**config.mk**
```make
export PLATFORM = sky130hd
export DESIGN_NAME = refcmp_timer
export DESIGN_NICKNAME = d
export VERILOG_FILES = /design/src/rtl/refcmp_pkg.sv /design/src/rtl/refcmp_prescale.sv /design/src/rtl/refcmp_counter.sv /design/src/rtl/refcmp_flag.sv /design/src/rtl/refcmp_timer.sv
export SDC_FILE = /design/constraint.sdc
export NUM_CORES = 1
export LEC_CHECK = 0
export CAP_MARGIN = 20
export CORE_ASPECT_RATIO = 0.5
export CORE_MARGIN = 5
export CORE_UTILIZATION = 40
export DETAILED_ROUTE_END_ITERATION = 8
export GPL_TIMING_DRIVEN = 0
export PLACE_DENSITY = 0.72
export RECOVER_POWER = 50
export REMOVE_ABC_BUFFERS = 1
export SETUP_SLACK_MARGIN = 0.3
export SLEW_MARGIN = 0
export SYNTH_ARGS = -nofsm -noshare
export SYNTH_HDL_FRONTEND = slang
export SYNTH_HIERARCHICAL = 1
export SYNTH_SLANG_ARGS = --single-unit
```
**constraint.sdc**
```tcl
create_clock -name clk -period 2.25 [get_ports clk]
set_input_delay 0.45 -clock clk [delete_from_list [all_inputs] [get_ports clk]]
set_output_delay 0.45 -clock clk [all_outputs]
set_load 0.02 [all_outputs]
```
**src/rtl/refcmp_pkg.sv**
```systemverilog
package refcmp_pkg;

  typedef struct packed {
    logic irq_en;   // bit3
    logic restart;  // bit2
    logic div16;    // bit1
    logic run;      // bit0
  } ctrl_t;

  typedef enum logic [1:0] {
    A_CTRL  = 2'd0,
    A_REF   = 2'd1,
    A_COUNT = 2'd2,
    A_EVENT = 2'd3
  } reg_addr_e;

  localparam int unsigned EVT_REF_BIT = 1;
  localparam int unsigned CNT_RD_MAX  = 16;

endpackage

```
**src/rtl/refcmp_prescale.sv**
```systemverilog
module refcmp_prescale #(
  parameter int unsigned DIV = 16
) (
  input  logic clk,
  input  logic rst_n,
  input  logic run,
  input  logic div_sel,
  output logic tick
);
  localparam int unsigned PW = (DIV > 1) ? $clog2(DIV) : 1;
  localparam logic [PW-1:0] LAST = PW'(DIV - 1);

  logic [PW-1:0] pre_q;

  always_ff @(posedge clk or negedge rst_n) begin
    if (!rst_n)                 pre_q <= '0;
    else if (!run)              pre_q <= '0;
    else if (pre_q == LAST)     pre_q <= '0;
    else                        pre_q <= pre_q + 1'b1;
  end

  assign tick = run && (!div_sel || (pre_q == LAST));

  AST_DIV_GAP: assert property (@(posedge clk) disable iff (!rst_n)
    (tick && div_sel) |=> (!tick || !div_sel));

endmodule

```
**src/rtl/refcmp_counter.sv**
```systemverilog
module refcmp_counter #(
  parameter int unsigned W = 16
) (
  input  logic         clk,
  input  logic         rst_n,
  input  logic         run,
  input  logic         tick,
  input  logic         restart,
  input  logic [W-1:0] ref_val,
  output logic [W-1:0] cnt,
  output logic         match
);
  function automatic logic [W-1:0] step_count(input logic [W-1:0] cur,
                                               input logic hit,
                                               input logic wrap_mode);
    if (hit && wrap_mode) return '0;
    return cur + 1'b1;
  endfunction

  assign match = tick && (cnt == ref_val);

  always_ff @(posedge clk or negedge rst_n) begin
    if (!rst_n)     cnt <= '0;
    else if (!run)  cnt <= '0;
    else if (tick)  cnt <= step_count(cnt, match, restart);
  end

  AST_STOP_ZERO: assert property (@(posedge clk) disable iff (!rst_n)
    !run |=> (cnt == '0));
  AST_WRAP_REF: assert property (@(posedge clk) disable iff (!rst_n)
    (match && restart) |=> (cnt == '0));
  AST_FULL_WRAP: assert property (@(posedge clk) disable iff (!rst_n)
    (tick && !restart && (cnt == '1)) |=> (cnt == '0));

endmodule

```
**src/rtl/refcmp_flag.sv**
```systemverilog
module refcmp_flag (
  input  logic clk,
  input  logic rst_n,
  input  logic set_ev,
  input  logic clr_ev,
  output logic flag
);
  always_ff @(posedge clk or negedge rst_n) begin
    if (!rst_n)       flag <= 1'b0;
    else if (set_ev)  flag <= 1'b1;
    else if (clr_ev)  flag <= 1'b0;
  end

  AST_FLAG_SET: assert property (@(posedge clk) disable iff (!rst_n)
    set_ev |=> flag);
  AST_FLAG_CLEAR: assert property (@(posedge clk) disable iff (!rst_n)
    (clr_ev && !set_ev) |=> !flag);
  AST_FLAG_HOLD: assert property (@(posedge clk) disable iff (!rst_n)
    (flag && !clr_ev) |=> flag);

endmodule

```
**src/rtl/refcmp_timer.sv**
```systemverilog
module refcmp_timer
  import refcmp_pkg::*;
#(
  parameter int unsigned ADDR_W = 2,
  parameter int unsigned DATA_W = 32,
  parameter int unsigned REF_W  = 16,
  parameter int unsigned DIV    = 16
) (
  input  logic              clk,
  input  logic              rst_n,
  input  logic              bus_wr,
  input  logic [ADDR_W-1:0] bus_addr,
  input  logic [DATA_W-1:0] bus_wdata,
  output logic [DATA_W-1:0] bus_rdata,
  output logic              tmr_irq
);
  localparam int unsigned RD_W = (REF_W < CNT_RD_MAX) ? REF_W : CNT_RD_MAX;

  ctrl_t            ctrl_q;
  logic [REF_W-1:0] ref_q;
  logic [REF_W-1:0] cnt;
  logic             tick;
  logic             match;
  logic             ref_flag;
  logic             wr_ctrl;
  logic             wr_ref;
  logic             clr_ref;
  reg_addr_e        sel;

  assign sel     = reg_addr_e'(bus_addr[1:0]);
  assign wr_ctrl = bus_wr && (sel == A_CTRL);
  assign wr_ref  = bus_wr && (sel == A_REF);
  assign clr_ref = bus_wr && (sel == A_EVENT) && bus_wdata[EVT_REF_BIT];

  always_ff @(posedge clk or negedge rst_n) begin
    if (!rst_n) begin
      ctrl_q <= '0;
      ref_q  <= '0;
    end else begin
      if (wr_ctrl) ctrl_q <= ctrl_t'(bus_wdata[3:0]);
      if (wr_ref)  ref_q  <= bus_wdata[REF_W-1:0];
    end
  end

  refcmp_prescale #(.DIV(DIV)) u_pre (
    .clk(clk), .rst_n(rst_n), .run(ctrl_q.run), .div_sel(ctrl_q.div16), .tick(tick)
  );

  refcmp_counter #(.W(REF_W)) u_cnt (
    .clk(clk), .rst_n(rst_n), .run(ctrl_q.run), .tick(tick),
    .restart(ctrl_q.restart), .ref_val(ref_q), .cnt(cnt), .match(match)
  );

  refcmp_flag u_flag (
    .clk(clk), .rst_n(rst_n), .set_ev(match), .clr_ev(clr_ref), .flag(ref_flag)
  );

  assign tmr_irq = ref_flag && ctrl_q.irq_en;

  always_comb begin
    bus_rdata = '0;
    unique case (sel)
      A_CTRL:  bus_rdata = DATA_W'(ctrl_q);
      A_REF:   bus_rdata = DATA_W'(ref_q);
      A_COUNT: bus_rdata = DATA_W'(cnt[RD_W-1:0]);
      A_EVENT: bus_rdata = DATA_W'({ref_flag, 1'b0});
      default: bus_rdata = '0;
    endcase
  end

  AST_IRQ_ACK: assert property (@(posedge clk) disable iff (!rst_n)
    (clr_ref && !match && !wr_ctrl) |=> !tmr_irq);
  AST_MATCH_IRQ: assert property (@(posedge clk) disable iff (!rst_n)
    (match && ctrl_q.irq_en && !wr_ctrl) |=> tmr_irq);

endmodule

```
### After elaboration in Yosys (flattened, before gate mapping)

Index checks and enable logic that the tools add are counted.

* register bits after elaboration: 41
* output and inout bits: 33
* word-level logic and storage cells: 40

* $add $sub $neg: 2
* equal/unequal tests: 6
* reduce and logical (&&, ||, !) cells: 12
* multiplexer cells: 12

Operators with widths (number)
* 32-bit one-hot mux with 4 select lines: 1
* 16-bit 2-to-1 mux: 4
* 16-bit by 1-bit adder with 16-bit output, second input constant: 1
* 16-bit equality test: 1
* 1-bit logical AND: 8
* 4-bit 2-to-1 mux: 2
* 1-bit 2-to-1 mux: 5
* 4-bit by 1-bit adder with 4-bit output, second input constant: 1
* 2-bit equality test, second input constant: 2
* 4-bit equality test, second input constant: 1
* 2-bit by 1-bit equality test with 1-bit output, second input constant: 1
* 2-bit zero test: 1
* 2-bit by 1-bit != test with 1-bit output, second input constant: 1
* 2-bit nonzero test: 1
* 1-bit zero test: 1
* 1-bit logical OR: 1

### Depth between registers and ports, before layout

Gate-level depths: netlist (run 1).

* depth in word-level cells: 11
* gate-level depth with buffers: 9
* gate-level depth less buffers: 8

### Modules after synthesis

The synthesis (run 1) kept the hierarchy.

Modules (own cells, without submodules)
* refcmp_timer: seq. area each 500.5 um2, area an instance 1173.6 um2, times used 1, cells each 87
* refcmp_counter: seq. area each 400.4 um2, area an instance 1114.8 um2, times used 1, cells each 124
* refcmp_prescale: seq. area each 100.1 um2, area an instance 175.2 um2, times used 1, cells each 15
* refcmp_flag: seq. area each 25.0 um2, area an instance 36.3 um2, times used 1, cells each 3

### Worst setup path before layout (run 1)

OpenSTA, ideal clock, no wires.

* path kind: reg-to-reg
* from: reg u_pre.pre_q[0]
* to: reg u_cnt.cnt[7]
* arrival: 2.173 ns
* data required time: 2.121 ns
* slack: -0.052 ns
* path buffers: 1
* cell stages (with the launch flop): 10
* period minus slack after synthesis: 2.302 ns
* path through: dfrtp_1 ha_1 nand3_1 a21oi_1 o21ai_1 nor4_2 a31oi_4 buf_2 a31oi_1 o31ai_2

* word-level cells in the longest chain between the ends: 11

Ends and longest elaborated chain
* from (decl): line refcmp_prescale.sv:13 `logic [PW-1:0] pre_q;`
* from (signal assigned): line refcmp_prescale.sv:19 `else pre_q <= pre_q + 1'b1;`
* 4-bit equality test (*): line refcmp_prescale.sv:22 `assign tick = run && (!div_sel || (pre_q == LAST));`
* 1-bit logical OR (*): line refcmp_prescale.sv:22
* 1-bit logical AND (*): line refcmp_prescale.sv:22
* via tick: line refcmp_timer.sv:22 `logic tick;`
* 1-bit logical AND: line refcmp_counter.sv:20 `assign match = tick && (cnt == ref_val);`
* 1-bit logical AND: line refcmp_counter.sv:16 `if (hit && wrap_mode) return '0;`
* 1-bit 2-to-1 mux: line refcmp_counter.sv:16
* 1-bit 2-to-1 mux: line refcmp_counter.sv:25 `else if (tick) cnt <= step_count(cnt, match, restart);`
* 1-bit 2-to-1 mux: line refcmp_counter.sv:24 `else if (!run) cnt <= '0;`
* 16-bit 2-to-1 mux: line refcmp_counter.sv:17 `return cur + 1'b1;`
* 16-bit 2-to-1 mux: line refcmp_counter.sv:25
* 16-bit 2-to-1 mux: line refcmp_counter.sv:24
* to (signal assigned): line refcmp_counter.sv:25
* to (decl): line refcmp_counter.sv:10 `output logic [W-1:0] cnt,`

Mark *: on every way through the listed nets, which the timed path passes. The rest lies on a longest branch. The select of a mux whose other input is x is not followed.
A chain may end at the register's enable or synchronous reset.

### Final worst setup path (run 1)

* from: reg u_pre.pre_q[0]
* to: reg u_cnt.cnt[11]

The elaborated chain is that of the path after synthesis.

==> results of run 1 <==
[cell usage in the layout, fill, tap and decap left out, types with 3 or more instances in the layout]
master / n
conb_1: 16
clkbuf_1: 3
a31oi_1: 5
nand2_1: 9
nand4_1: 4
clkbuf_16: 5
a22o_1: 14
a31oi_4: 3
o22ai_1: 5
dfrtp_1: 34
a21oi_1: 4
and3_1: 3
xor2_1: 7
dfrtp_2: 7
clkbuf_2: 14
xnor2_1: 6
o31ai_1: 3
o2bb2ai_1: 3
a21o_1: 3
inv_1: 11
and2_1: 10
buf_4: 18
nand3_1: 8
mux2_2: 10
clkdlybuf4s50_1: 17
o31ai_2: 3
mux2_4: 10
mux2i_1: 3
[sequential cells by signal, indices dropped and copies added (netlist names)]
| name | flops |
|---|---|
| u_pre/pre_q | 4 |
| ctrl_q | 4 |
| u_cnt/cnt | 16 |
| u_flag/flag | 1 |
| ref_q | 16 |
[where the power goes]
part	leakage, µW	internal, µW	total [µW]	switching (µW)
registers	0.000516	829	931	102
logic	0.000871	281	595	313
clock network	0.0000841	554	836	282
[logic make-up after synthesis]
logic type | count (synthesis) | share of synthesized area
flops | 41 | 0.4104
compound gates | 54 | 0.1687
xor+xnor | 15 | 0.05255
simple gates | 56 | 0.1401
other cells | 1 | 0.001500
buf+inv | 36 | 0.09059
mux | 24 | 0.1261
fa+ha+maj | 2 | 0.01001
[final cells by class]
| cell class | instances | area [µm²] | share of cell area |
|---|---|---|---|
| flip-flops and latches | 41 | 1035 | 0.3156 |
| clock inverters | 1 | 30.03 | 0.009160 |
| well taps | 88 | 110.1 | 0.03359 |
| multi-input cells | 170 | 1458 | 0.4447 |
| inverters | 11 | 41.29 | 0.01260 |
| repair buffers | 58 | 461.7 | 0.1408 |
| clock buffers | 7 | 142.6 | 0.04351 |
[worst reg2reg max path: stages, from the launching register on]
cell      delay [ps]
dfrtp_1          360
ha_1             180
nand3_1          160
a21oi_4          230
o21ai_2          100
nor4_4           160
buf_4            190
a31oi_4          160
a22o_1           220
o21bai_1         160
[routing by layer]
metal  track usage  up-vias  part of all wire
met4       0.04609        0             0.012
li1              -      936                 -
met2        0.3043       73              0.51
met5             0        -                 0
met1        0.2085     1008              0.42
met3       0.02821       10             0.055
[stage by stage]
| stage | cell area, µm² | power (µW) | utilization | hold slack, ps | cells |
|---|---|---|---|---|---|
| floorplan | 2371 | 1236 | - | 154.4 | 219 |
| global placement | 2851 | 1408 | 0.4709 | 468.8 | 344 |
| detailed placement | 2867 | 1430 | 0.4733 | 326.7 | 345 |
| CTS | 3244 | 2356 | 0.5357 | 28.82 | 367 |
| global route | 3278 | 2464 | 0.5413 | 156.5 | 376 |
| finish | 3278 | 2361 | 0.5413 | 97.33 | 376 |
[worst max path at each step]
stage                                   startpoint                         to  slack, ps  cells past startpoint
after global placement                 bus_addr[0]              bus_rdata[13]      -1050                      4
final                     u_pre/pre_q[0]$_DFF_PN0_  u_cnt/cnt[11]$_DFFE_PN0P_        190                      9
after global routing      u_pre/pre_q[1]$_DFF_PN0_   u_cnt/cnt[6]$_DFFE_PN0P_        100                      9
after CTS                 u_pre/pre_q[0]$_DFF_PN0_  u_cnt/cnt[11]$_DFFE_PN0P_        250                      9
after floorplan           u_pre/pre_q[0]$_DFF_PN0_   u_cnt/cnt[9]$_DFFE_PN0P_        -20                      8
after detailed placement               bus_addr[0]               bus_rdata[8]      -1040                      4
[timing repair]
item,in CTS,in global routing
cloned,3,0
setup endpoints to repair,33,31
gates resized for setup,53,38
setup buffers,11,9
pin swaps,9,9
[cells in the mapped netlist, drive strengths merged, types with 2 or more instances]
library cell  instances  area (µm²)
mux2                 20       262.8
ha                    2       25.02
xor2                  7       61.31
nand3                 9       45.04
o31ai                 6       60.06
nor2                  3       11.26
nand2                10       40.04
o21bai                2       15.01
and2                 10       62.56
a21o                  3       22.52
or3                   2       12.51
o2bb2ai               3       26.28
and3                  4       30.03
dfrtp                41        1026
nand4                 4       25.02
nor3b                 2       20.02
a22o                 14       122.6
nor3                  2       10.01
mux2i                 3       30.03
nor2b                 2       15.02
xnor2                 8       70.07
nor4                  3       31.28
o22ai                 5       31.28
buf                  24       181.4
inv                  11       41.29
a31oi                 8       65.06
a21oi                 7       35.03
o21ai                 3       15.01
or2                   2       12.51
==> metrics.txt, run 1 <==
FMAX 486.4 MHz; share of cells above drive strength 1 0.3438; Post-Syn Area per Cell 10.92 µm²; status completed; crit path cell chain ha_1 > nand3_1 > a21oi_4 > o21ai_2 > nor4_4 > buf_4 > a31oi_4 > a22o_1 > o21bai_1; Die W 121.8 µm; CP peak stage delay 360 ps; CTS max path bufs 2; RD Place Congestion 0.8397; register area share after synthesis 0.4104; initial antenna violation count 0; IO buf count 37; crit path max fanout 5; Core Region 0.006056 mm²; max_cap viols 0; clk_skew 2.926 ps; Sink Count 41; WP buf/inv 1; pwr/cell area 720.3 mW/mm²; Synth Instances 229; IO Pins 70; Mapped Area 0.002500 mm²; synthesized flop and latch total 41; type of origin of the critical path flop; Die Y 65.90 µm; DP Wirelength 4157 µm; CTS Buf Count 5; vias 2027; Remaining DRCs 0; Setup TNS Final 0 ps; Worst EP required 2410 ps; fillers 519; slowest CP cell dfrtp_1; WS Path Type reg -> reg; root buffer cell clkbuf_16; Max Slew Vio Count 0; drt wl/cell 17.56 µm; crit share post-route 0.9138; largest net degree at the start of global routing 33; Final setup viols 0; Pleak 0.001472 µW; Detailed Route WL 6604 µm; pre-CTS setup slack -1039 ps; full die area 0.008027 mm²; Hold Path Class in -> async; Tmin final 2056 ps; Synth Flop Type dfrtp_1; vias per cell 5.391; VDD IR max 0.3231 mV; Post-synth EDFFs 0; Reg2Reg Capture Point u_cnt/cnt[11]$_DFFE_PN0P_; worst slew pin tran 826.3 ps; final setup margin 193.9 ps; first-pass GRT wire length 10670 µm; Synth Warn # 6; Initial Utilization 0.4128; nets 326; Reg clk slew, reported paths 60 ps; diode count 0; r2r worst-path depth 9; Final Hold Fails 0; R2R Setup Slk 190 ps; DRT iter0 DRCs 139; first-pass iteration count of the detailed router 4; total gr overflow 0; area grow syn2layout 31.13%; vias in the first global route 2098; hold buffer count at CTS 0; reg2reg start u_pre/pre_q[0]$_DFF_PN0_; Routed Antenna Nets 0; RSZ-0062 raised after global routing true; CTS tree yes; Worst Setup End Kind flop; clock latency on the worst-skew pair 280 ps; post-synthesis cell type count 49; GRT Resource Usage Total 0.1680; max_slew headroom 0.4492; WP data arrival 2210 ps; Async SR Flop Fraction 1.000; critical path's top delay family compound AO/OA/AOI/OAI gates; Site Rows 20; H-tree Lvls 2
Power figures use the tool's default switching activity.
==> inputs of run 2 (changes only) <==
Settings changed: SLEW_MARGIN 0 to default.
==> results of run 2 <==
Same layout as run 1: the final DEF is identical, and so are final timing and power.
